$ cat config.mk
export PLATFORM = sky130hd
export DESIGN_NAME = card_chan_select
export DESIGN_NICKNAME = d
export VERILOG_FILES = /design/src/rtl/ccs_pkg.sv /design/src/rtl/ccs_sync.sv /design/src/rtl/ccs_clk_gate.sv /design/src/rtl/ccs_rst_hold.sv /design/src/rtl/ccs_data_route.sv /design/src/rtl/card_chan_select.sv
export SDC_FILE = /design/constraint.sdc
export NUM_CORES = 1
export LEC_CHECK = 0
export ABC_AREA = 1
export CAP_MARGIN = 15
export CORE_AREA = 2 2 39 41
export CTS_BUF_LIST = sky130_fd_sc_hd__clkbuf_16
export DETAILED_ROUTE_END_ITERATION = 16
export DIE_AREA = 0 0 41 43
export GPL_ROUTABILITY_DRIVEN = 0
export HOLD_SLACK_MARGIN = 0.05
export PLACE_DENSITY_LB_ADDON = 0.05
export SETUP_SLACK_MARGIN = 0.15
export SYNTH_ARGS = -nofsm -noshare
export SYNTH_HDL_FRONTEND = slang
export SYNTH_SLANG_ARGS = --single-unit
$ cat constraint.sdc
create_clock -name clk -period 3.2 [get_ports clk]
set_clock_uncertainty 0.05 [all_clocks]
set_input_delay 0.96 -clock clk [delete_from_list [all_inputs] [get_ports clk]]
set_output_delay 0.96 -clock clk [all_outputs]
set_load 0.02 [all_outputs]
$ cat src/rtl/ccs_pkg.sv
package ccs_pkg;
  localparam int unsigned SOCK_0 = 0;
  localparam int unsigned SOCK_1 = 1;

  function automatic int unsigned sel_bits(input int unsigned n);
    return (n < 2) ? 1 : $clog2(n);
  endfunction
endpackage

$ cat src/rtl/ccs_sync.sv
module ccs_sync #(
  parameter int unsigned WIDTH  = 1,
  parameter int unsigned STAGES = 2
) (
  input  logic             clk,
  input  logic             rst_n,
  input  logic [WIDTH-1:0] d,
  output logic [WIDTH-1:0] q
);
  logic [STAGES-1:0][WIDTH-1:0] stg;

  always_ff @(posedge clk or negedge rst_n) begin
    if (!rst_n) begin
      stg <= '0;
    end else begin
      stg[0] <= d;
      for (int s = 1; s < int'(STAGES); s++) stg[s] <= stg[s-1];
    end
  end

  assign q = stg[STAGES-1];
endmodule

$ cat src/rtl/ccs_clk_gate.sv
module ccs_clk_gate (
  input  logic clk,
  input  logic rst_n,
  input  logic hclk_s,
  input  logic active,
  input  logic enable,
  input  logic selected,
  input  logic keep,
  output logic sock_clk
);
  logic gate_q;
  logic want;
  logic gate_next;

  // The socket wants the clock when it is ready and is either selected or kept running.
  assign want = active & enable & (selected | keep);

  // The gate only moves while the host clock is low. Deactivation overrides this.
  always_comb begin
    if (!active)      gate_next = 1'b0;
    else if (hclk_s)  gate_next = gate_q;
    else              gate_next = want;
  end

  always_ff @(posedge clk or negedge rst_n) begin
    if (!rst_n) begin
      gate_q   <= 1'b0;
      sock_clk <= 1'b0;
    end else begin
      gate_q   <= gate_next;
      sock_clk <= hclk_s & gate_next;
    end
  end
endmodule

$ cat src/rtl/ccs_rst_hold.sv
module ccs_rst_hold (
  input  logic clk,
  input  logic rst_n,
  input  logic active,
  input  logic routed,
  input  logic host_rst,
  output logic sock_rst
);
  logic held_q;

  always_ff @(posedge clk or negedge rst_n) begin
    if (!rst_n)       held_q <= 1'b0;
    else if (!active) held_q <= 1'b0;
    else if (routed)  held_q <= host_rst;
  end

  always_comb begin
    if (!active)     sock_rst = 1'b0;
    else if (routed) sock_rst = host_rst;
    else             sock_rst = held_q;
  end
endmodule

$ cat src/rtl/ccs_data_route.sv
module ccs_data_route #(
  parameter int unsigned NUM_CH = 2
) (
  input  logic [NUM_CH-1:0] route,
  input  logic              host_dat_low,
  input  logic [NUM_CH-1:0] sock_dat_low,
  output logic [NUM_CH-1:0] sock_dat_pull,
  output logic              host_dat_pull
);
  assign sock_dat_pull = route & {NUM_CH{host_dat_low}};
  assign host_dat_pull = |(route & sock_dat_low);
endmodule

$ cat src/rtl/card_chan_select.sv
module card_chan_select
  import ccs_pkg::*;
#(
  parameter int unsigned NUM_CH      = 2,
  parameter int unsigned SYNC_STAGES = 2,
  localparam int unsigned SEL_W      = sel_bits(NUM_CH)
) (
  input  logic              clk,
  input  logic              rst_n,
  input  logic [SEL_W-1:0]  chan_sel,
  input  logic [NUM_CH-1:0] chan_en,
  input  logic [NUM_CH-1:0] clk_keep,
  input  logic [NUM_CH-1:0] seq_active,
  input  logic              host_clk,
  input  logic              host_rst,
  input  logic              host_dat_low,
  output logic              host_dat_pull,
  input  logic [NUM_CH-1:0] sock_dat_low,
  output logic [NUM_CH-1:0] sock_dat_pull,
  output logic [NUM_CH-1:0] sock_rst,
  output logic [NUM_CH-1:0] sock_clk
);
  localparam int unsigned CTRL_W = SEL_W + NUM_CH;

  logic [SEL_W-1:0]  sel_s;
  logic [NUM_CH-1:0] keep_s;
  logic              hclk_s;
  logic [NUM_CH-1:0] route;

  ccs_sync #(.WIDTH(CTRL_W), .STAGES(SYNC_STAGES)) u_ctrl_sync (
    .clk   (clk),
    .rst_n (rst_n),
    .d     ({chan_sel, clk_keep}),
    .q     ({sel_s, keep_s})
  );

  ccs_sync #(.WIDTH(1), .STAGES(SYNC_STAGES)) u_hclk_sync (
    .clk   (clk),
    .rst_n (rst_n),
    .d     (host_clk),
    .q     (hclk_s)
  );

  ccs_data_route #(.NUM_CH(NUM_CH)) u_route (
    .route         (route),
    .host_dat_low  (host_dat_low),
    .sock_dat_low  (sock_dat_low),
    .sock_dat_pull (sock_dat_pull),
    .host_dat_pull (host_dat_pull)
  );

  for (genvar c = 0; c < int'(NUM_CH); c++) begin : g_ch
    assign route[c] = (sel_s == SEL_W'(c)) && seq_active[c];

    ccs_rst_hold u_rst (
      .clk      (clk),
      .rst_n    (rst_n),
      .active   (seq_active[c]),
      .routed   (route[c]),
      .host_rst (host_rst),
      .sock_rst (sock_rst[c])
    );

    ccs_clk_gate u_gate (
      .clk      (clk),
      .rst_n    (rst_n),
      .hclk_s   (hclk_s),
      .active   (seq_active[c]),
      .enable   (chan_en[c]),
      .selected (sel_s == SEL_W'(c)),
      .keep     (keep_s[c]),
      .sock_clk (sock_clk[c])
    );
  end
endmodule

* After elaboration in Yosys (flattened, before gate mapping)
Index checks and enable logic that the tools add are counted. W data, S select, Z words.
Operators by class: multiplexer cells 8, reduce and logical (&&, ||, !) cells 3, bitwise operators 11
Operators with widths (count):
- $mux W1 | 8
- $and A1 B1 Y1 | 6
- $and A2 B2 Y2 | 2
- $logic_and A1 B1 Y1 | 2
- $or A1 B1 Y1 | 2
- $reduce_or A2 Y1 | 1
- $not A1 Y1 | 1
Word-level totals: register bits after elaboration 14, input bits 14, output and inout port bits 7

* Depth between registers and ports, before layout
depth in word-level cells 6, mapped depth 4

* Hierarchy
Synthesis repeated with hierarchy kept, for this count alone.
Unflattened totals: cells, all modules 51, area total of the unflattened synthesis 523.0 um^2
By module, submodules not included:
- ccs_sync (u_ctrl_sync) | instances 1, area an instance 172.7 um^2, sequential area each 150.1 um^2, cells each 9
- ccs_clk_gate | instances 2, area an instance 81.3 um^2, sequential area each 50.0 um^2, cells each 8
- ccs_rst_hold | instances 2, area an instance 46.3 um^2, sequential area each 25.0 um^2, cells each 6
- ccs_sync (u_hclk_sync) | instances 1, area an instance 50.0 um^2, sequential area each 50.0 um^2, cells each 2
- ccs_data_route | instances 1, area an instance 26.3 um^2, sequential area each 0.0 um^2, cells each 7
- card_chan_select | instances 1, area an instance 18.8 um^2, sequential area each 0.0 um^2, cells each 5

* Least setup slack after synthesis
OpenSTA, ideal clock, no wires.
kind input port to output port, from input port host_rst, to output port sock_rst[0], required time 2.190 ns, setup slack 0.897 ns, stages on the path 3, data arrival time 1.293 ns, cells stage by stage o21ai_0 nor2_1 buf_4
On the way: word-level cells in the longest chain between the ends 2
Ends and longest elaborated chain:
- start, declared | line card_chan_select.sv:15 | input logic host_rst,
- $mux W1 | line ccs_rst_hold.sv:19 | else if (routed) sock_rst = host_rst;
- $mux W1
- end, declared | line card_chan_select.sv:20 | output logic [NUM_CH-1:0] sock_rst,
Every way passes these cells.

* Worst setup path after layout
from input port seq_active[1], to output port sock_dat_pull[1]
On the way: word-level cells in the longest chain between the ends 2
Ends and longest elaborated chain:
- start, declared | line card_chan_select.sv:13 | input logic [NUM_CH-1:0] seq_active,
- $logic_and A1 B1 Y1 | line card_chan_select.sv:53 | assign route[c] = (sel_s == SEL_W'(c)) && seq_active[c];
- $and A2 B2 Y2 | line ccs_data_route.sv:10 | assign sock_dat_pull = route & {NUM_CH{host_dat_low}};
- end, declared | line card_chan_select.sv:19 | output logic [NUM_CH-1:0] sock_dat_pull,
Every way passes these cells.

==> results.toml <==
[status]
status = "finished, final reports clean"

[clock_tree]
cts_root_cell = "sky130_fd_sc_hd__clkbuf_16"
clock_latency_ps = 240
cts_hold_buf = 0
post-cts-setup-buffers = 0
cts.reportedPaths.clkPinSlew_ps = 40
cts-htree-levels = 1
cts_tree = "done"
clock-sinks = 14
numCtsBuffers = 3
cts_repair_resize_count = 5
clock_path_buffers = 2

[detailed_routing]
detail_route.vias_per_cell = 4.326
postRouteWirelength_um = 875
ant_nets = 0
drc = 0
drt_iter0_markers = 3
routed-via-count = 372
routedWlPerCell_um = 10.17
drt_pass1_iterations = 2

[timing]
max-slew-margin-rel = 0.6029
fin_crit_ps = 2962
rsz0062_at_grt = "false"
worst-slew-pin-transition_ps = 593.9
hold_violations = 0
finalWorstSetupSlack_ps = 238.0
timing.final.max_slew_violations = 0
fin_tns_setup_ps = 0
peak_clock_frequency_supported_by_timing_ghz = 0.3376
final_setup_violation_count = 0
min_period_over_period = 0.9256

[setup_path]
critical_path.reg2reg.startpoint = "u_ctrl_sync.q[2]"
worst-endpoint-required_ps = 2190
critPathSlowestCell = "sky130_fd_sc_hd__clkdlybuf4s50_1"
worst_setup_path_startpoint = "seq_active[1]"
worst_setup_path_end_kind = "primary output"
path_buf_inv = 2
critical_path.top_delay_family = "buffers and inverters"
critPathMaxStageDelay_ps = 520
worstPathMaxFanout = 4
critical_path.cell_chain = "clkdlybuf4s50_1 > nand2_1 > nor2_1 > dlygate4sd2_1"
timing.setup.critical_path_class = "input pin to primary output"
worst_ep_arrival_time_ps = 1950
startpoint_type = "input pin"

[synth]
yosysWarningCount = 0
synth.yosys.seq_area_share = 0.7018
netlist_instances = 46
synth.lib_cells_used.distinct = 8
post_synth_most_frequent_cells = "14 x sky130_fd_sc_hd__dfrtp_1, 6 x sky130_fd_sc_hd__inv_1, 6 x sky130_fd_sc_hd__nor2_1, 5 x sky130_fd_sc_hd__nand2_1, 5 x sky130_fd_sc_hd__o21ai_0"
synth_most_common_cell = "sky130_fd_sc_hd__dfrtp_1"
synth.top_cells.by_area = "sky130_fd_sc_hd__dfrtp_1 70%, sky130_fd_sc_hd__buf_4 6.0%, sky130_fd_sc_hd__o21ai_0 5.0%"
postSynth.topFlopCell = "sky130_fd_sc_hd__dfrtp_1"
net_count_synth = 60
synth_top_area_frac = 0.7018
synthesis.area_um2 = 499.2
synthDominantAreaCellType = "sky130_fd_sc_hd__dfrtp_1"
asyncSetResetFlopFracSynth = 1.000
syn_avg_cell_area_um2 = 10.85
synth-edff-count = 0
synth-seq-cells = 14

[power_and_ir_drop]
power.density_cell_area_nw_per_um2 = 597.6
vdd_ir_drop_max_uv = 418.5
power.leakage_nw = 0.3955

[hold_path]
hold_path_class = "flip-flop to flip-flop"
hold_start = "u_ctrl_sync.stg[1]"

[placement]
place_hpwl_um = 676.4
dp.cells = 82
placement_setup_slack_ps = -180.0
io_buffers = 20

[die]
num_io_pins = 21
fp.dieW_um = 41
die_area_um2 = 1763
die_h_um = 43
placeable_core_region_um2 = 1384
effective_utilization_at_floorplan = 0.3608
rows = 14

[layout]
fill_cells = 127
antennaDiodeCount = 0
area_delta_synth_final_pct = 55.64
final_stage_net_count = 85
layout-drive-gt1-share = 0.1571
final_util = 0.5615
layout.cells.non_filler = 86

[grt]
vias_in_the_first_global_route = 326
grt_start_max_net_pins = 15
grt_antenna_before_repair = 0
gr-usage-all-layers = 0.1192
grt_pass1_wl_um = 1290
grt-ovfl-total = 0

[flow_run]
cap_viol_max_count = 0
==> worst reg2reg max path, delay by kind of cell (launching register included) <==
family | cells | cell delay [ps]
buffers and inverters | 2 | 240
DFF | 1 | 440
and+or+nand+nor | 2 | 160
==> cells by family (layout without fill, tap and decap cells) <==
family / Yosys count / after routing / synth area share
buf+inv: 10 / 34 / 0.1053
flops: 14 / 14 / 0.7018
compound gates: 7 / 7 / 0.07017
simple gates: 15 / 15 / 0.1228
==> flip-flops by register name, summed over array words and instances, names as in the netlist <==
| name | flops |
|---|---|
| u_ctrl_sync.q | 3 |
| u_ctrl_sync.stg | 3 |
| g_ch.u_gate.gate_q | 2 |
| g_ch.u_gate.sock_clk | 2 |
| g_ch.u_rst.held_q | 2 |
| u_hclk_sync.q | 1 |
| u_hclk_sync.stg | 1 |
==> report_power, final <==
group          internal, W  leakage (nW)  switching [W]
Sequential        0.000187         0.173     0.00000391
Combinational    0.0000243         0.184      0.0000196
Clock             0.000165        0.0385      0.0000652
==> layer usage <==
metal	global-route usage	up-vias	share of wire
met3	0.06283	2	0.10
met4	0.06000	0	0.011
met1	0.1354	164	0.40
li1	-	189	-
met5	0	-	0
met2	0.1750	17	0.49
==> per-stage QoR <==
stage	hold WS [ps]	power, W	instance area [µm²]
6_report	299.1	0.0004643	777.0
4_1_cts	301.1	0.0004713	792.0
3_5_place_dp	289.5	0.0002415	719.4
2_1_floorplan	281.2	0.0002097	499.2
5_1_grt	301.8	0.0004804	777.0
3_3_place_gp	282.7	0.0002411	719.4
==> cells in the final DEF, fill, tap and decap left out <==
cell type / n
sky130_fd_sc_hd__clkdlybuf4s50_1: 15
sky130_fd_sc_hd__dfrtp_1: 14
sky130_fd_sc_hd__inv_1: 6
sky130_fd_sc_hd__nor2_1: 6
sky130_fd_sc_hd__o21ai_0: 5
sky130_fd_sc_hd__nand2_1: 5
sky130_fd_sc_hd__nand3_1: 4
sky130_fd_sc_hd__clkbuf_2: 4
sky130_fd_sc_hd__buf_4: 4
sky130_fd_sc_hd__clkbuf_16: 3
sky130_fd_sc_hd__a21oi_1: 2
sky130_fd_sc_hd__clkinv_1: 1
sky130_fd_sc_hd__dlygate4sd2_1: 1
==> layout make-up <==
class	count	area [µm²]	share of cell area
tap	16	20.02	0.02576
clock inverter	1	3.754	0.004831
timing repair buffer	24	209.0	0.2689
sequential	14	350.3	0.4509
inverter	6	22.52	0.02899
clock buffer	3	75.07	0.09662
multi-input combinational	22	96.34	0.1240
==> path summary, 6_finish.rpt <==
check	end	slack, ps	depth (start not counted)
max reg2reg	g_ch[0].u_rst.held_q	2210	4
min in group asynchronous	g_ch[1].u_gate.gate_q	1050	1
min reg2reg	u_ctrl_sync.q[1]	300	0
max	sock_dat_pull[1]	240	4
min	u_ctrl_sync.q[1]	300	0
max in group asynchronous	g_ch[1].u_rst.held_q	1660	1
Note: power is estimated with default switching activity, not from simulation.
